`src/rtl/pinmux_port.sv`:
```
module pinmux_port #(
  parameter int NPINS = 32,
  parameter bit FULL  = 1'b1,
  localparam int NFUNC  = FULL ? 4 : 2,
  localparam int FSEL_W = FULL ? 2 : 1
) (
  input  logic                   clk,
  input  logic                   rst_n,
  input  logic                   cmd_valid,
  input  logic [1:0]             cmd_op,
  input  logic [NPINS-1:0]       cmd_mask,
  input  logic [1:0]             cmd_func,
  input  logic [8:0]             cmd_flags,
  input  logic [NFUNC*NPINS-1:0] per_out,
  input  logic [NFUNC*NPINS-1:0] per_oe,
  input  logic [NPINS-1:0]       pad_in,
  output logic [NPINS-1:0]       pad_out,
  output logic [NPINS-1:0]       pad_oe,
  output logic [NPINS-1:0]       pad_pu,
  output logic [NPINS-1:0]       pad_pd,
  output logic [NPINS-1:0]       pad_keep,
  output logic [2*NPINS-1:0]     pad_drv,
  output logic [NPINS-1:0]       pin_val
);

  localparam logic [1:0] OP_SW  = 2'd0;
  localparam logic [1:0] OP_PER = 2'd1;
  localparam logic [1:0] OP_SET = 2'd2;
  localparam logic [1:0] OP_CLR = 2'd3;

  logic [NPINS-1:0]  sw_q, dir_q, lvl_q, od_q, pu_q, pd_q, kp_q;
  logic [FSEL_W-1:0] fsel_q [NPINS];
  logic [NPINS-1:0]  sync1_q, sync2_q;

  wire do_sw  = cmd_valid && (cmd_op == OP_SW);
  wire do_per = cmd_valid && (cmd_op == OP_PER);
  wire do_set = cmd_valid && (cmd_op == OP_SET);
  wire do_clr = cmd_valid && (cmd_op == OP_CLR);

  wire want_out = cmd_flags[1:0] == 2'b10;
  wire want_in  = cmd_flags[1:0] == 2'b01;
  wire lvl_lo   = want_out && (cmd_flags[3:2] == 2'b01);
  wire lvl_hi   = want_out && (cmd_flags[3:2] == 2'b10);

  logic [1:0] pull_req;
  always_comb begin
    pull_req = cmd_flags[5:4];
    if (!FULL) begin
      if (pull_req == 2'b10) pull_req = 2'b00;
      else if (pull_req == 2'b11) pull_req = 2'b01;
    end
  end

  always_ff @(posedge clk or negedge rst_n) begin
    if (!rst_n) begin
      sw_q  <= '1;
      dir_q <= '0;
      lvl_q <= '0;
      od_q  <= '0;
      pu_q  <= '0;
      pd_q  <= '0;
      kp_q  <= '0;
      for (int p = 0; p < NPINS; p++) fsel_q[p] <= '0;
    end else begin
      for (int p = 0; p < NPINS; p++) begin
        if (cmd_mask[p]) begin
          if (do_sw) begin
            sw_q[p] <= 1'b1;
            if (want_out)     dir_q[p] <= 1'b1;
            else if (want_in) dir_q[p] <= 1'b0;
            if (lvl_lo)       lvl_q[p] <= 1'b0;
            else if (lvl_hi)  lvl_q[p] <= 1'b1;
          end
          if (do_per) begin
            sw_q[p]   <= 1'b0;
            fsel_q[p] <= cmd_func[FSEL_W-1:0];
          end
          if (do_sw || do_per) begin
            od_q[p] <= cmd_flags[6];
            pu_q[p] <= pull_req == 2'b01;
            pd_q[p] <= pull_req == 2'b10;
            kp_q[p] <= pull_req == 2'b11;
          end
          if (do_set) lvl_q[p] <= 1'b1;
          if (do_clr) lvl_q[p] <= 1'b0;
        end
      end
    end
  end

  generate
    if (FULL) begin : g_drive
      logic [1:0] drv_q [NPINS];
      always_ff @(posedge clk or negedge rst_n) begin
        if (!rst_n) begin
          for (int p = 0; p < NPINS; p++) drv_q[p] <= 2'd0;
        end else if (do_sw || do_per) begin
          for (int p = 0; p < NPINS; p++)
            if (cmd_mask[p]) drv_q[p] <= cmd_flags[8:7];
        end
      end
      for (genvar p = 0; p < NPINS; p++) begin : g_drv_pin
        assign pad_drv[2*p +: 2] = drv_q[p];
      end
    end else begin : g_nodrive
      assign pad_drv = '0;
    end
  endgenerate

  generate
    for (genvar p = 0; p < NPINS; p++) begin : g_pin
      wire src_out = sw_q[p] ? lvl_q[p] : per_out[int'(fsel_q[p])*NPINS + p];
      wire src_oe  = sw_q[p] ? dir_q[p] : per_oe[int'(fsel_q[p])*NPINS + p];
      assign pad_out[p] = src_out & ~od_q[p];
      assign pad_oe[p]  = od_q[p] ? (src_oe & ~src_out) : src_oe;
    end
  endgenerate

  assign pad_pu   = pu_q;
  assign pad_pd   = pd_q;
  assign pad_keep = kp_q;

  always_ff @(posedge clk or negedge rst_n) begin
    if (!rst_n) begin
      sync1_q <= '0;
      sync2_q <= '0;
    end else begin
      sync1_q <= pad_in;
      sync2_q <= sync1_q;
    end
  end
  assign pin_val = sync2_q;

  assert_mask_R2: assert property (@(posedge clk) disable iff (!rst_n)
    1'b1 |=> ((((sw_q ^ $past(sw_q)) | (dir_q ^ $past(dir_q)) | (lvl_q ^ $past(lvl_q))
               | (od_q ^ $past(od_q)) | (pu_q ^ $past(pu_q)))
              & ~($past(cmd_valid) ? $past(cmd_mask) : '0)) == '0));

  assert_per_keeps_dir_R3: assert property (@(posedge clk) disable iff (!rst_n)
    do_per |=> (dir_q == $past(dir_q)));

  assert_pull_exclusive_R5: assert property (@(posedge clk) disable iff (!rst_n)
    ((pad_pu & pad_pd) | (pad_pu & pad_keep) | (pad_pd & pad_keep)) == '0);

  assert_od_never_high_R7: assert property (@(posedge clk) disable iff (!rst_n)
    (od_q & pad_oe & pad_out) == '0);

  assert_set_lands_R9: assert property (@(posedge clk) disable iff (!rst_n)
    do_set |=> ((lvl_q & $past(cmd_mask)) == $past(cmd_mask)));

  assert_sync_delay_R11: assert property (@(posedge clk) disable iff (!rst_n)
    ($past(rst_n) && $past(rst_n, 2)) |-> (pin_val == $past(pad_in, 2)));

  generate
    if (!FULL) begin : g_lite_chk
      assert_no_pulldown_R6: assert property (@(posedge clk) disable iff (!rst_n)
        pad_pd == '0 && pad_keep == '0);
    end
  endgenerate

endmodule

```
`config.mk`:
```
export PLATFORM = sky130hd
export DESIGN_NAME = pinmux_port
export DESIGN_NICKNAME = d
export VERILOG_FILES = /design/src/rtl/pinmux_port.sv
export SDC_FILE = /design/constraint.sdc
export NUM_CORES = 1
export LEC_CHECK = 0
export BUFFER_PORTS_ARGS = -buffer_cell sky130_fd_sc_hd__buf_2
export CORE_AREA = 4 4 226 228
export DETAILED_ROUTE_END_ITERATION = 10
export DIE_AREA = 0 0 230 232
export PLACE_DENSITY = 0.66
export SLEW_MARGIN = 25
export SYNTH_ARGS = -nofsm -noshare
export SYNTH_HDL_FRONTEND = slang
export SYNTH_SLANG_ARGS = --single-unit
```
`constraint.sdc`:
```
create_clock -name clk -period 1.15 [get_ports clk]
set_input_delay 0.115 -clock clk [delete_from_list [all_inputs] [get_ports clk]]
set_output_delay 0.115 -clock clk [all_outputs]
set_load 0.03 [all_outputs]
```
==> impl_metrics.ini, run 1 <==
[sta]
fmax_ghz = 0.470
timing.slew.headroom_pct = 37.6
fin_crit_sh_pct = 185
setup_tns_ns = -66.30
worst_pin_slew_ns = 0.936
hold_ws_ns = 0.0528
min_period_ns = 2.13
skew_ns = 0.00286
rsz0062_at_grt = yes
fin_ws_ns = -0.977
finalMaxSlewViolations = 0
setup_viol = 256
hold_violations = 0

[synthesis]
ys_top_cells_by_area = dfrtp_1 (50%), mux2_2 (13%), mux2i_1 (6.1%)
synth.distinct_cells = 34
netlist_instances = 1667
ys_ff_latch = 416
async_flop_share_pct = 100
synth_common_cells = dfrtp_1 (384), mux2_2 (228), nand2_1 (225)
yosysTopAreaCell = dfrtp_1
synth_area_per_cell_um2 = 11.5
synthesis.nets = 2004
synth_area_um2 = 19100
yosys.area.top_type_share_pct = 50.3
yosysSeqAreaShare_pct = 54.7
synth_most_common_cell = dfrtp_1
ys.flop_type = dfrtp_1
ys_warn_count = 0
synth_edf_count = 0

[grt]
gr-total-overflow = 0
grt_pass1_wl_um = 106000
grt_use_total_pct = 25.2
grt_max_degree = 60
first_global_vias = 18500
antenna_found_initial = 11

[worst_setup_path]
critPathKind = reg2out
critical_path.endpoint_type = primary output
cp-start-kind = flip-flop
crit_chain = mux2i_1, a222oi_1, buf_4, a2111oi_4, buf_4
critical_path_required_ns = 1.03
arrival_ns = 2.01
r2r_slack_ns = 0.09
path_buf_inv = 2
cp_slowest_cell = dfrtp_1
crit_top_cell = buf_4
cp_top_family = flip-flops
crit_path_max_fanout = 3
max_stage_delay_ns = 0.41

[flow_run]
maxCapViolCount = 0

[clocking]
ctsLongestPathBuffers = 3
cts_buffers = 46
clock_latency_ns = 0.57
cts_root_buf = clkbuf_16
cts_htree_levels = 2
cts.sinks = 416
path_clk_slew_ns = 0.06
cts_tree = done

[detailed_routing]
routed_wl_um = 69300
avgViaCountPerCell = 5.12
vias = 17000
antenna_left = 0
drt_iter0_markers = 763
route.detailed.drc = 0
first_pass_iters = 5
wl_per_cell_um = 20.9

[outcome]
violations = negative setup slack
status = finished, violations left

[floorplan]
pin_count = 592
die_h_um = 232
rows = 81
coreArea_um2 = 48800
die-area_um2 = 53400
initial_utilization_pct = 39.1
die_w_um = 230

[layout]
final_util_pct = 62.2
syn_to_final_growth_pct = 59.1
drive_gt1_share_pct = 54.1
fin_nets = 2947
num-fill-cells = 3782

[power]
powerDensity_nw_per_um2 = 1760
peakVddDrop_mv = 1.54
p_leak_nw = 14.1

[hold_path]
holdCritPathClass = in2reg

[placed_design]
numPortBuffers = 591
gp_congestion = 0.916
place_hpwl_um = 49400
-- registers in the layout, summed over array words and instances, names as in the netlist --
signal	cells
dir_q	32
pin_val	32
pad_pu	32
fsel_q	64
pad_pd	32
sync1_q	32
lvl_q	32
pad_drv	64
pad_keep	32
sw_q	32
od_q	32
-- cell type report --
type	instances	area, µm²	area share (%)
well taps	664	831	2.73
clock inverters	21	262	0.860
diodes	7	17.5	0.0576
repair buffers	990	8170	26.9
multi-input cells	1132	9230	30.4
flip-flops and latches	416	10500	34.4
clock buffers	65	1330	4.38
inverters	24	103	0.338
-- worst paths after layout --
path / depth (start not counted) / endpoint / start
worst max-delay path: 5 / pad_oe[9] / fsel_q[44]
worst min-delay path: 4 / pad_keep[28] / cmd_flags[4]
worst max register to register: 3 / sw_q[26] / sw_q[26]
worst min register to register: 0 / pin_val[24] / sync1_q[24]
max in group asynchronous: 3 / pad_drv[56] / rst_n
min in group asynchronous: 3 / pad_drv[3] / rst_n
-- report_power, final --
group          switching [W]  internal, W  total [W]
sequential           0.00230       0.0171     0.0194
combinational        0.00920      0.00984     0.0190
clock                0.00613      0.00907     0.0152
total                 0.0176       0.0360     0.0536
-- kinds of logic after synthesis --
family | after synthesis | share of synthesized area (%)
adder cells (fa/ha/maj) | 1 | 0.0655
multiplexers | 352 | 20.0
flip-flops | 416 | 54.7
AO/OA/AOI/OAI | 261 | 9.10
buffers and inverters | 119 | 2.93
AND/OR/NAND/NOR | 517 | 13.2
XOR/XNOR | 1 | 0.0458
-- per-stage QoR --
stage	std cells	cell area, µm²	setup slack [ns]	total power (W)
2_1_floorplan	1667	20200	-0.349	0.0288
3_3_place_gp	3082	25700	-0.489	0.0346
3_5_place_dp	3082	25700	-0.489	0.0351
4_1_cts	3276	30000	-0.988	0.0535
5_1_grt	3317	30400	-1.05	0.0560
6_report	3319	30400	-0.977	0.0536
-- cells in the final DEF, fill, tap and decap left out, drive strengths merged, types with 37 or more instances in the layout --
| cell | n |
|---|---|
| buf | 924 |
| dfrtp | 384 |
| mux2 | 235 |
| nand2 | 225 |
| o21ai | 131 |
| mux2i | 117 |
| nor2b | 87 |
| dlygate4sd3 | 66 |
| clkbuf | 65 |
| nor2 | 62 |
| nand2b | 43 |
| o31ai | 37 |
-- worst reg2reg max path: cells and delay by family (launching register included) --
kind / cells / cell delay, ns
AO/OA/AOI/OAI: 1 / 0.16
buffers and inverters: 2 / 0.24
flip-flops: 1 / 0.59
-- routing by layer --
metal / track usage [%] / up-vias / wire length (µm)
li1: - / 7776 / -
met1: 30.9 / 8477 / 27600
met2: 43.7 / 586 / 34700
met3: 5.09 / 161 / 4040
met4: 10.3 / 6 / 2840
met5: 0 / - / 46
-- what timing repair did --
item,in CTS,in global routing
setup endpoints to repair,256,266
gates resized for setup,565,23
buffers inserted,42,36
pin swaps,67,27
endpoints found under the hold margin,540,10
hold buffers,66,1
Note: power is estimated with default switching activity, not from simulation.
==> run 2, diff against run 1 <==
- CAP_MARGIN: default -> 20
- CORE_AREA: 4 4 226 228 -> 4 4 230 232
- CTS_BUF_LIST: default -> sky130_fd_sc_hd__clkbuf_8
- DIE_AREA: 0 0 230 232 -> 0 0 234 236
- PLACE_DENSITY: 0.66 -> default
==> impl_metrics.ini, run 2 (synthesis results as in run 1) <==
[layout]
final_util_pct = 59.3
layout_commonest_cell = dfrtp_1
drive_gt1_share_pct = 54.1
fin_nets = 2962
syn_to_final_growth_pct = 58.3
fin_area_um2 = 30200
final_cell_mix = dfrtp_1 (363), buf_2 (333), buf_6 (283)

[worst_setup_path]
critical_path.endpoint_type = primary output
arrival_ns = 2.07
cp_slowest_cell = dfstp_2
critPathKind = reg2out
cp-start-kind = flip-flop
crit_path_max_fanout = 5
r2r_slack_ns = 0.08
crit_chain = nor2_2, a222oi_1, buf_4, a2111oi_4, buf_6
critical_path_required_ns = 1.03
max_stage_delay_ns = 0.58

[outcome]
status = finished, violations left
violations = negative hold slack, negative setup slack

[placed_design]
gp_congestion = 0.860
place_ws_ns = -0.525
dpl_cell_area_um2 = 25600
place_hpwl_um = 49100
numPortBuffers = 591

[sta]
hold_violations = 8
setup_viol = 256
rsz0062_at_grt = yes
setup_tns_ns = -84.16
skew_ns = 0.00558
fin_ws_ns = -1.04
hold_ws_ns = -0.0306
fin_crit_sh_pct = 190
timing.slew.headroom_pct = 45.9
finalMaxSlewViolations = 0
fmax_ghz = 0.457
worst_pin_slew_ns = 0.812
min_period_ns = 2.19

[detailed_routing]
first_pass_iters = 7
wl_per_cell_um = 20.4
routed_wl_um = 68700
route.detailed.drc = 0
vias = 17000
avgViaCountPerCell = 5.05
drt_iter0_markers = 678
antenna_left = 0

[clocking]
cts_buffers = 73
clock_latency_ns = 0.64
path_clk_slew_ns = 0.06
cts_htree_levels = 3
cts_root_buf = clkbuf_8
ctsLongestPathBuffers = 3
cts.sinks = 416
cts_tree = done

[grt]
grt_pass1_wl_um = 105000
grt_max_degree = 55
grt_use_total_pct = 24.4
antenna_found_initial = 3
first_global_vias = 18600
gr-total-overflow = 0

[floorplan]
die_h_um = 236
pin_count = 592
initial_utilization_pct = 37.5
die_w_um = 234
coreArea_um2 = 51000
die-area_um2 = 55200
rows = 83

[power]
p_leak_nw = 14.2
switching_power_w = 0.0177
combPwrFrac_pct = 36.4
p_sw_share_pct = 34.2
intPower_w = 0.0341
peakVddDrop_mv = 1.24
power_frac_clock_pct = 26.1
powerDensity_nw_per_um2 = 1710
seqPwrFrac_pct = 37.6

[flow_run]
maxCapViolCount = 0

[hold_path]
holdCritPathClass = in2reg
## run 2: cell type report
cell class / instances / area [µm²]
Timing Repair Buffer: 978 / 8110
Clock inverter: 44 / 245
Fill cell: 4186 / 20700
Tap cell: 680 / 851
Multi-Input combinational cell: 1132 / 9210
Inverter: 24 / 103
Clock buffer: 90 / 1240
Sequential cell: 416 / 10500
Antenna cell: 4 / 10.0
## run 2: what timing repair did
action	in CTS	in global routing
pin swaps	71	36
buffers inserted	42	31
hold endpoints to repair	730	0
hold buffers	73	0
endpoints found under the setup margin	256	300
gates resized for setup	578	28
## run 2: routing by layer
layer | global-route usage [%] | vias up | wire [µm]
li1 | - | 7820 | -
met4 | 9.29 | 0 | 2380
met1 | 29.8 | 8546 | 27900
met5 | 0 | - | 0
met3 | 4.49 | 136 | 3390
met2 | 42.8 | 516 | 35000
## run 2: path summary, 6_finish.rpt
kind / startpoint / to / cells past startpoint
setup / recovery: sw_q[9] / pad_oe[9] / 5
hold / removal: cmd_op[0] / sw_q[23] / 3
setup reg to reg: fsel_q[58] / fsel_q[58] / 3
hold reg to reg: sync1_q[1] / pin_val[1] / 0
max in group asynchronous: rst_n / od_q[31] / 3
min in group asynchronous: rst_n / lvl_q[0] / 3
## run 2: through the flow
stage,total power [W],instances
floorplan,0.0288,1667
global placement,0.0346,3086
detailed placement,0.0350,3086
CTS,0.0519,3334
global route,0.0543,3365
finish,0.0518,3368
## run 2: worst max-delay path: cells and delay by family (launching register included)
kind	cells	cell delay, ns
buf+inv	2	0.36
simple gates	1	0.04
flops	1	0.58
compound gates	2	0.46
## run 2: power by group through the flow
stage	combinational [W]	clock, W	sequential [W]
2_1_floorplan	0.00793	0	0.0208
3_3_place_gp	0.0154	0	0.0193
3_5_place_dp	0.0157	0	0.0194
4_1_cts	0.0186	0.0139	0.0194
5_1_grt	0.0199	0.0146	0.0197
6_report	0.0188	0.0135	0.0195
